[src/rtl/misalign_seq.sv]
module misalign_seq #(
  parameter int ADDR_W = 32
) (
  input  logic              clk,
  input  logic              rst_n,
  input  logic              req_valid,
  output logic              req_ready,
  input  logic [ADDR_W-1:0] req_addr,
  input  logic [1:0]        req_size,
  input  logic              req_write,
  input  logic [63:0]       req_wdata,
  output logic              bus_valid,
  output logic              bus_write,
  output logic [2:0]        bus_tsiz,
  output logic [ADDR_W-1:0] bus_addr,
  output logic [3:0]        bus_lanes,
  output logic [31:0]       bus_wdata,
  input  logic [31:0]       bus_rdata,
  input  logic              bus_ack,
  output logic              done,
  output logic [63:0]       rdata
);

  logic              busy, phase, wr_q, done_q;
  logic [ADDR_W-1:0] a_q;
  logic [1:0]        sz_q;
  logic [63:0]       wd_q, rd_q;

  logic              dword, split, last;
  logic [1:0]        off;
  logic [3:0]        nbytes;
  logic [2:0]        room, n1, n2, cnt, base, lane_off;
  logic [ADDR_W-1:0] nxt_word;
  logic [2:0]        lane_idx [4];

  assign off      = a_q[1:0];
  assign dword    = (sz_q == 2'd3);
  assign nbytes   = 4'd1 << sz_q;
  assign room     = 3'd4 - {1'b0, off};
  assign split    = !dword && (nbytes > {1'b0, room});
  assign n1       = split ? room : nbytes[2:0];
  assign n2       = nbytes[2:0] - n1;
  assign last     = (dword || split) ? phase : 1'b1;
  assign lane_off = (phase || dword) ? 3'd0 : {1'b0, off};
  assign cnt      = dword ? 3'd4 : (phase ? n2 : n1);
  assign base     = dword ? {phase, 2'b00} : (phase ? n1 : 3'd0);
  assign nxt_word = {a_q[ADDR_W-1:2] + 1'b1, 2'b00};

  assign req_ready = !busy;
  assign bus_valid = busy;
  assign bus_write = wr_q;
  assign bus_tsiz  = dword ? 3'b000 : cnt;
  assign bus_addr  = dword ? {a_q[ADDR_W-1:3], 3'b000} : (phase ? nxt_word : a_q);
  assign done      = done_q;
  assign rdata     = rd_q;

  for (genvar i = 0; i < 4; i++) begin : g_lane
    assign bus_lanes[i]        = (3'(i) >= lane_off) && (3'(i) < lane_off + cnt);
    assign lane_idx[i]         = base + 3'(i) - lane_off;
    assign bus_wdata[8*i +: 8] = bus_lanes[i] ? wd_q[8*lane_idx[i] +: 8] : 8'h00;
  end

  always_ff @(posedge clk) begin
    if (!rst_n) begin
      busy   <= 1'b0;
      phase  <= 1'b0;
      wr_q   <= 1'b0;
      done_q <= 1'b0;
      a_q    <= '0;
      sz_q   <= '0;
      wd_q   <= '0;
      rd_q   <= '0;
    end else begin
      done_q <= 1'b0;
      if (!busy && req_valid) begin
        busy  <= 1'b1;
        phase <= 1'b0;
        a_q   <= req_addr;
        sz_q  <= req_size;
        wr_q  <= req_write;
        wd_q  <= req_wdata;
        rd_q  <= '0;
      end else if (busy && bus_ack) begin
        for (int i = 0; i < 4; i++)
          if (bus_lanes[i] && !wr_q) rd_q[8*lane_idx[i] +: 8] <= bus_rdata[8*i +: 8];
        if (last) begin
          busy   <= 1'b0;
          phase  <= 1'b0;
          done_q <= 1'b1;
        end else begin
          phase <= 1'b1;
        end
      end
    end
  end

endmodule

[config.mk]
export PLATFORM = sky130hd
export DESIGN_NAME = misalign_seq
export DESIGN_NICKNAME = d
export VERILOG_FILES = /design/src/rtl/misalign_seq.sv
export SDC_FILE = /design/constraint.sdc
export NUM_CORES = 1
export LEC_CHECK = 0
export ABC_AREA = 1
export BUFFER_PORTS_ARGS = -buffer_cell sky130_fd_sc_hd__clkbuf_2
export CAP_MARGIN = 0
export CORE_UTILIZATION = 51
export DETAILED_ROUTE_END_ITERATION = 10
export PLACE_DENSITY = 0.86
export SKIP_LAST_GASP = 1
export SLEW_MARGIN = 20
export SYNTH_ARGS = -nofsm -noshare
export SYNTH_HDL_FRONTEND = slang
export SYNTH_SLANG_ARGS = --single-unit
[constraint.sdc]
create_clock -name clk -period 4.9 [get_ports clk]
set_clock_uncertainty 0.2 [all_clocks]
set_input_delay 0.49 -clock clk [delete_from_list [all_inputs] [get_ports clk]]
set_output_delay 0.49 -clock clk [all_outputs]
set_load 0.1 [all_outputs]
# [Word-level counts from Yosys, hierarchy flattened]
# Cells that the tools add are included.
[classes] n_addsub=15 n_lt_le_gt_ge=9 eq_ne=1 n_shift=13 muxes=36 bitwise_logic=2 n_reduce_logical=21
[ops] op="$mux 64" n=13
[ops] op="$bwmux 64" n=4
[ops] op="$shift 8x34->64 const A" n=4
[ops] op="$shiftx 64x7->8" n=4
[ops] op="$shiftx 8x34->64" n=4
[ops] op="$neg 6->34" n=4
[ops] op="$mux 32" n=2
[ops] op="$mux 8" n=4
[ops] op="$add 30x1->30 const B" n=1
[ops] op="$mux 3" n=6
[ops] op="$sub 3x2->3" n=4
[ops] op="$logic_and 1x1->1" n=11
[ops] op="$add 3x2->3 const B" n=2
[ops] op="$lt 1x3->1 const A" n=2
[ops] op="$lt 2x3->1 const A" n=2
[ops] op="$mux 1" n=6
[ops] op="$ge 1x2->1 const A" n=2
[ops] op="$ge 2x2->1 const A" n=2
[ops] op="$gt 4x3->1" n=1
[ops] op="$reduce_bool 2->1" n=2
[ops] op="$shl 1x2->4 const A" n=1
[ops] op="$add 2x3->3" n=1
[ops] op="$add 3x1->3 const B" n=1
[ops] op="$logic_not 1->1" n=3
[ops] op="other kinds (9)" n=11
[totals] register_bits=166 in_bits=135 output_inout_bits=139 word_cells=105

# [Logic depth before layout (Yosys ltp)]
# Gate-level depths: netlist (run 1).
[depth] ltp_word=27 depth_mapped=32 depth_no_buf=31

# [Worst setup path after synthesis (run 1)]
# OpenSTA, ideal clock, no wires.
[synth_timing] path_type="register -> output" start="register a_q[0]" end="output port bus_wdata[16]" arrival_time_ns=5.564 setup_slack_ns=-1.354 stages_incl_launch_ff=21 n_path_buf=0 path_cell_list="dfxtp_1 > inv_1 > ha_1 > inv_1 > ha_1 > nand3_1 > nand3_1 > nand2_2 > nor2_1 > o21ai_0 > inv_1 > ha_1 > inv_1 > fa_1 > nand2_1 > o21ai_0 > fa_1 > inv_1 > o21ai_2 > nand2_1 > nor3_1"
[synth_between] elab_chain_cells=11
[synth_lines] item="start: declaration" line="25" rtl="logic [ADDR_W-1:0] a_q;"
[synth_lines] item="start signal: assignment" line="78" rtl="a_q <= req_addr;"
[synth_lines] item="branches (longest 10 deep; another with $gt 4x3->1)"
[synth_lines] item="$mux 8 (*)" line="60" rtl="assign bus_wdata[8*i +: 8] = bus_lanes[i] ? wd_q[8*lane_idx[i] +: 8] : 8'h00;"
[synth_lines] item="end: declaration" line="17" rtl="output logic [31:0] bus_wdata,"
# Mark *: on every way between the ends.

# [Worst setup path after layout (run 1)]
[layout_timing] start="register a_q[0]" end="output port bus_wdata[18]"
# The elaborated chain is that of the path after synthesis.

==> metrics.yaml, run 1 <==
grt_pass1_vias: 15300
synthTopCellsByArea: "dfxtp_1 25%, nand2_1 16%, o21ai_0 8.6%, a21oi_1 8.4%, inv_1 7.5%"
placed_area_sq_um: 16100
min_to: "a_q[26]$_SDFFE_PN0P_"
placed_cells: 2793
cp.arrival_ns: 4.26
p_leak_uw: 0.00830
setup_viol: 17
grt.overflow.total: 0
numCtsBuffers: 17
netlist.area_leader.share: 0.252
max_slew_margin: 0.222
multi_input_area_sq_um: 8950
hold_viol: 0
power.density_nw_per_um2: 439
die_h_um: 163
fin_crit_sh: 1.01
hold_class: "in -> reg"
seqCellArea_sq_um: 3330
drive_above_1_share: 0.235
layout_setup_ws_ns: -0.0459
end_kind: "output pin"
status: "finished with violations"
path_clk_slew_ns: 0.09
final_area_sq_um: 17300
netlist_area_sq_um: 13200
syn_avg_cell_area_sq_um: 5.97
ys_ff_latch: 166
placementRows: 58
fin_crit_ns: 4.95
antenna_found_initial: 0
worstMarginPinSlew_ns: 1.17
n_fill_cell: 2198
fmax_mhz: 202
synth_nets: 2370
cp_cell_sequence: "inv_2 -> ha_4 -> inv_4 -> ha_4 -> nand3_2 -> nand3_2 -> nand2_4 -> nor2_4 -> nand2_2 -> o21ai_2 -> inv_1 -> ha_2 -> inv_2 -> fa_1 -> nand2_1 -> o21ai_2 -> fa_2 -> inv_4 -> o21ai_4 -> nand2_8 -> nor3_4 -> buf_12"
h-tree-depth: 4
cts_buffer_depth: 2
final-max-slew-violation-count: 0
ys_types: 51
drc: 0
async_flop_share: 0
clock_latency_ns: 0.45
place_congestion: 1.05
via_per_inst: 5.85
start_kind: "flip-flop"
yosysTopAreaCell: "dfxtp_1"
crit_path_max_fanout: 5
grt_setup_unrepaired: "true"
grt_max_degree: 102
dpl.hpwl_um: 41900
start_util: 0.522
clkSinkCount: 166
reg2reg_to: "rdata[8]$_SDFFE_PP0P_"
place_ws_ns: 0.0233
fin_hold_ws_ns: 0.0512
timing.rr.start: "a_q[0]$_SDFFE_PN0P_"
synth_flop_cell: "dfxtp_1"
area.growth.synth_to_final_pct: 31.1
grt_usage: 0.419
die_x_um: 163
hp-start: "req_addr[26]"
setup_tns_ns: -0.319
yosys_warnings: 0
ios: 274
r2r_slack_ns: 0.10
layout_common_cells: "547 x nand2_1, 254 x inv_1, 237 x clkbuf_2"
drt_iter0_markers: 1793
grt_pass1_wl_um: 84700
dieArea_sq_um: 26500
cts_tree: "yes"
stdcell_count: 2846
synthCells: 2210
cts.root.buffer_cell: "clkbuf_16"
reg2reg_depth: 31
path_class: "reg -> out"
synth-seq-area-share: 0.252
placeableCoreArea_sq_um: 25300
final_common_cell: "nand2_1"
vias: 16600
port_buffers: 273
synth_edf_count: 0
ant_nets: 0
wl_per_cell_um: 20.2
cp_slowest_stage_delay_ns: 0.59
drt_pass1_iterations: 6
antenna_cells: 0
fin_nets: 2663
route.final.wire_length_um: 57400
cp_slowest_cell: "fa_2"
maxCapViolCount: 0
failed_checks: "negative setup slack"
holdBufCountCts: 0
worst_ep_required_time_ns: 4.21
hold_path_depth: 3
irDropWorstVdd_mv: 0.466
[layout make-up]
| type | instances | share of cell area |
|---|---|---|
| Sequential cell | 166 | 0.193 |
| Multi-Input combinational cell | 1647 | 0.518 |
| Clock buffer | 17 | 0.0246 |
| Timing Repair Buffer | 382 | 0.165 |
| Clock inverter | 15 | 0.0116 |
| Tap cell | 330 | 0.0239 |
| Timing Repair inverter | 1 | 0.000434 |
| Inverter | 288 | 0.0643 |
[Yosys cell counts, types with 3 or more instances]
master and number:
inv_1 265, ha_1 22, buf_2 7, nand2_4 6, xnor2_1 3, nor2_2 5
buf_1 8, o211ai_1 14, nor2_4 10, nand2_1 555, inv_2 15, buf_6 6
nor2_1 233, nor3_1 26, clkinv_1 7, nand3_1 122, dfxtp_1 166, nand4_1 28
fa_1 3, o21ai_0 226, mux2i_1 32, nor2_8 4, a211oi_1 34, nor4_1 8
clkbuf_1 82, o31ai_1 5, buf_4 7, or2_2 5, nand3_2 10, nand3_4 3
nand2_2 13, a21oi_1 221, xor2_1 23, o21ai_1 13
[what timing repair did]
| item | CTS | global route |
|---|---|---|
| resized for setup | 32 | 64 |
| pin swaps | 16 | 23 |
| setup endpoints to repair | 37 | 85 |
| cloned | 1 | 3 |
| setup buffers | 8 | 9 |
[worst max path at each step]
stage | startpoint | endpoint | slack [ns] | cells after the start
3_5_place_dp | a_q[0]$_SDFFE_PN0P_ | rdata[8]$_SDFFE_PP0P_ | 0.02 | 28
3_3_place_gp | a_q[0]$_SDFFE_PN0P_ | rdata[8]$_SDFFE_PP0P_ | 0.06 | 28
4_1_cts | a_q[0]$_SDFFE_PN0P_ | bus_wdata[19] | -0.02 | 23
5_1_grt | a_q[1]$_SDFFE_PN0P_ | bus_wdata[18] | -0.19 | 22
6_report | a_q[0]$_SDFFE_PN0P_ | bus_wdata[18] | -0.05 | 22
2_1_floorplan | a_q[0]$_SDFFE_PN0P_ | bus_wdata[2] | -0.36 | 22
[per-layer routing]
metal | up-vias | global-route usage | share of wire | routed length, um
met4 | 0 | 0.268 | 0.072 | 4160
met3 | 265 | 0.0634 | 0.091 | 5220
li1 | 7774 | - | - | -
met1 | 7551 | 0.493 | 0.37 | 21300
met2 | 1056 | 0.709 | 0.47 | 26800
met5 | - | 0 | 0 | 0
[power by group]
part           total (uW)  switching, uW  internal [uW]  leakage (uW)
Clock                1500            755            745      0.000298
Sequential           1500           68.8           1430       0.00136
Combinational        4590           3170           1420       0.00664
Total                7600           4000           3600       0.00830
[state kept, by name, indices dropped and copies added, names as in the netlist]
signal / count
a_q: 32
bus_valid: 1
bus_write: 1
sz_q: 2
wd_q: 64
rdata: 64
phase: 1
done: 1
[critical path: cells and delay by family, from the launching register on]
family	cells	cell delay (ns)
fa+ha+maj	5	1.69
simple gates	8	0.93
buf+inv	6	0.47
compound gates	3	0.38
flops	1	0.34
[cells by family after synthesis]
family | synth area share
AND/OR/NAND/NOR | 0.350
adder cells (fa/ha/maj) | 0.0254
flip-flops | 0.252
buffers and inverters | 0.120
XOR/XNOR | 0.0173
multiplexers | 0.0243
AO/OA/AOI/OAI | 0.212
[metrics by stage]
| step | util | power, uW |
|---|---|---|
| after floorplan | - | 4290 |
| after global placement | 0.636 | 5610 |
| after detailed placement | 0.636 | 5640 |
| after CTS | 0.670 | 7240 |
| after global routing | 0.685 | 7850 |
| final | 0.685 | 7600 |
Note: power is estimated with default switching activity, not from simulation.
==> run 2: changes to the inputs <==
Settings changed: CORE_UTILIZATION 51 to 57, PLACE_DENSITY 0.86 to 0.91.
Clock period 4.9 ns to 5.06 ns, I/O delays scaled along.
==> metrics.yaml, run 2 (synthesized netlist as in run 1, its figures left out) <==
clkSinkCount: 166  # unchanged
grt_pass1_wl_um: 83700  # -1.2%
power_switching_uw: 3790  # -5.2%
ant_nets: 0  # unchanged
grt_max_degree: 123  # +21%
final_area_sq_um: 16800  # -2.7%
fin_nets: 2633  # -1.1%
intPower_uw: 3300  # -8.3%
worstMarginPinSlew_ns: 1.09  # -0.0750 ns
wl_per_cell_um: 20.2  # about the same
grt_setup_unrepaired: "true"
start_kind: "flip-flop"
fmax_mhz: 196
die_h_um: 154  # -5.3%
p_leak_uw: 0.00809  # -2.5%
path_class: "reg -> out"
clockPowerShare: 0.198  # about the same
route.final.wire_length_um: 55900  # -2.7%
path_clk_slew_ns: 0.09  # about the same
holdBufCountCts: 0  # unchanged
numCtsBuffers: 17  # unchanged
placeableCoreArea_sq_um: 22600  # -10%
irDropWorstVdd_mv: 0.546  # +17%
grt.overflow.total: 0  # unchanged
combPwrFrac: 0.596  # -0.009
via_per_inst: 6.01  # +2.8%
place_ws_ns: -0.0186  # -0.0418 ns
placementRows: 55  # -5.2%
hold_viol: 0  # unchanged
h-tree-depth: 4  # unchanged
layout_setup_ws_ns: -0.0395  # +0.00641 ns
die_x_um: 154  # -5.3%
maxCapViolCount: 0  # unchanged
max_slew_margin: 0.269  # +0.0473
failed_checks: "negative setup slack"
fin_hold_ws_ns: 0.0694  # +0.0182 ns
drt_iter0_markers: 2157  # +20%
port_buffers: 273  # unchanged
crit_family: "adder cells"
ios: 274  # unchanged
layout_common_cells: "551 x nand2_1, 259 x inv_1, 238 x clkbuf_2"
dieArea_sq_um: 23800  # -10%
area.growth.synth_to_final_pct: 27.5
cts.root.buffer_cell: "clkbuf_16"
cp_slowest_stage_delay_ns: 0.52  # -0.07 ns
power.density_nw_per_um2: 421  # -4.1%
cp_cell_sequence: "inv_4 -> ha_4 -> inv_4 -> ha_4 -> nand3_4 -> nand3_4 -> nand2_4 -> nor2_4 -> o21ai_2 -> nor2_1 -> inv_1 -> ha_1 -> fa_1 -> buf_12 -> o21ai_0 -> o21ai_0 -> nor2_2 -> buf_12"
crit_path_max_fanout: 36  # +31
cts_tree: "yes"
fin_crit_ns: 5.10
place_congestion: 1.08  # +2.4%
cts_buffer_depth: 2  # unchanged
drc: 0  # unchanged
clock_latency_ns: 0.46  # about the same
worst_ep_required_time_ns: 4.35  # +0.14 ns
grt_pass1_vias: 15200  # -0.42%
end_kind: "output pin"
final-max-slew-violation-count: 0  # unchanged
antenna_cells: 0  # unchanged
finalPower_uw: 7090  # -6.7%
status: "finished with violations"
start_util: 0.583  # +0.0603
hold_class: "in -> reg"
dpl.hpwl_um: 39400  # -5.9%
fin_crit_sh: 1.01
antenna_found_initial: 1  # +1
cp_slowest_cell: "fa_1"
critPathBufInv: 5  # -1
grt_usage: 0.459  # +0.0398
vias: 16700  # +0.11%
p_seq_frac: 0.206  # +0.008
swShare: 0.534  # +0.00823
cp.arrival_ns: 4.39  # +0.13 ns
final_common_cell: "nand2_1"
drive_above_1_share: 0.223  # -0.0116
setup_viol: 1  # -16
placed_area_sq_um: 15800  # -1.9%
drt_pass1_iterations: 10  # +4
run 2: changes by cell type in the layout (fill, tap and decap cells not counted), moves of 3 or more:
| cell | delta |
|---|---|
| nor2_4 | -10 |
| buf_12 | -3 |
| a211oi_2 | +4 |
| a211oi_1 | -4 |
| nor2_2 | +11 |
| nand2_2 | -3 |
| buf_4 | -23 |
| nand2_1 | +4 |
| inv_2 | -5 |
| inv_1 | +5 |
run 2: worst paths after layout:
path	startpoint	endpoint	slack (ns)	cells past startpoint
setup / recovery	a_q[1]$_SDFFE_PN0P_	bus_wdata[5]	-0.04	18
hold reg to reg	wd_q[11]$_SDFFE_PN0P_	wd_q[11]$_SDFFE_PN0P_	0.27	2
setup reg to reg	a_q[1]$_SDFFE_PN0P_	rdata[54]$_SDFFE_PP0P_	0.17	30
hold / removal	req_addr[31]	a_q[31]$_SDFFE_PN0P_	0.07	3
run 2: layout make-up:
type	instances	area, sq um
clock inverter	15	193
sequential	166	3330
timing repair inverter	1	7.51
timing repair buffer	352	2540
inverter	288	1110
tap	285	357
clock buffer	17	425
multi-input combinational	1647	8860
fill	1815	5820
run 2: per-layer routing:
metal	GRT usage	vias to the layer above	part of all wire
met2	0.744	1197	0.45
met5	0.00621	-	0
met4	0.338	0	0.082
li1	-	7710	-
met3	0.121	315	0.12
met1	0.521	7443	0.35
run 2: tightest hold or removal path: cells and delay by family:
| family | cells | cell delay (ns) |
|---|---|---|
| simple gates | 2 | 0.12 |
| buf+inv | 1 | 0.08 |
run 2: stage by stage:
step | std cells | util | setup TNS, ns
floorplan | 2210 | - | -8.97
global placement | 2721 | 0.696 | 0
detailed placement | 2721 | 0.696 | -0.0619
CTS | 2756 | 0.729 | 0
global route | 2771 | 0.743 | -3.81
finish | 2771 | 0.743 | -0.0395
run 2: power by group through the flow:
stage | sequential (uW) | clock (uW) | combinational (uW)
floorplan | 1560 | 0 | 2580
global placement | 1480 | 0 | 3830
detailed placement | 1480 | 0 | 3850
CTS | 1460 | 1400 | 3940
global route | 1470 | 1450 | 4400
finish | 1460 | 1400 | 4220
run 2: what timing repair did:
| action | 4_1_cts | 5_1_grt |
|---|---|---|
| hold endpoints to repair | 0 | 0 |
| endpoints found under the setup margin | 44 | 100 |
| pin swaps | 13 | 17 |
| setup buffers | 3 | 14 |
| gates cloned | 1 | 1 |
| resized for setup | 29 | 51 |
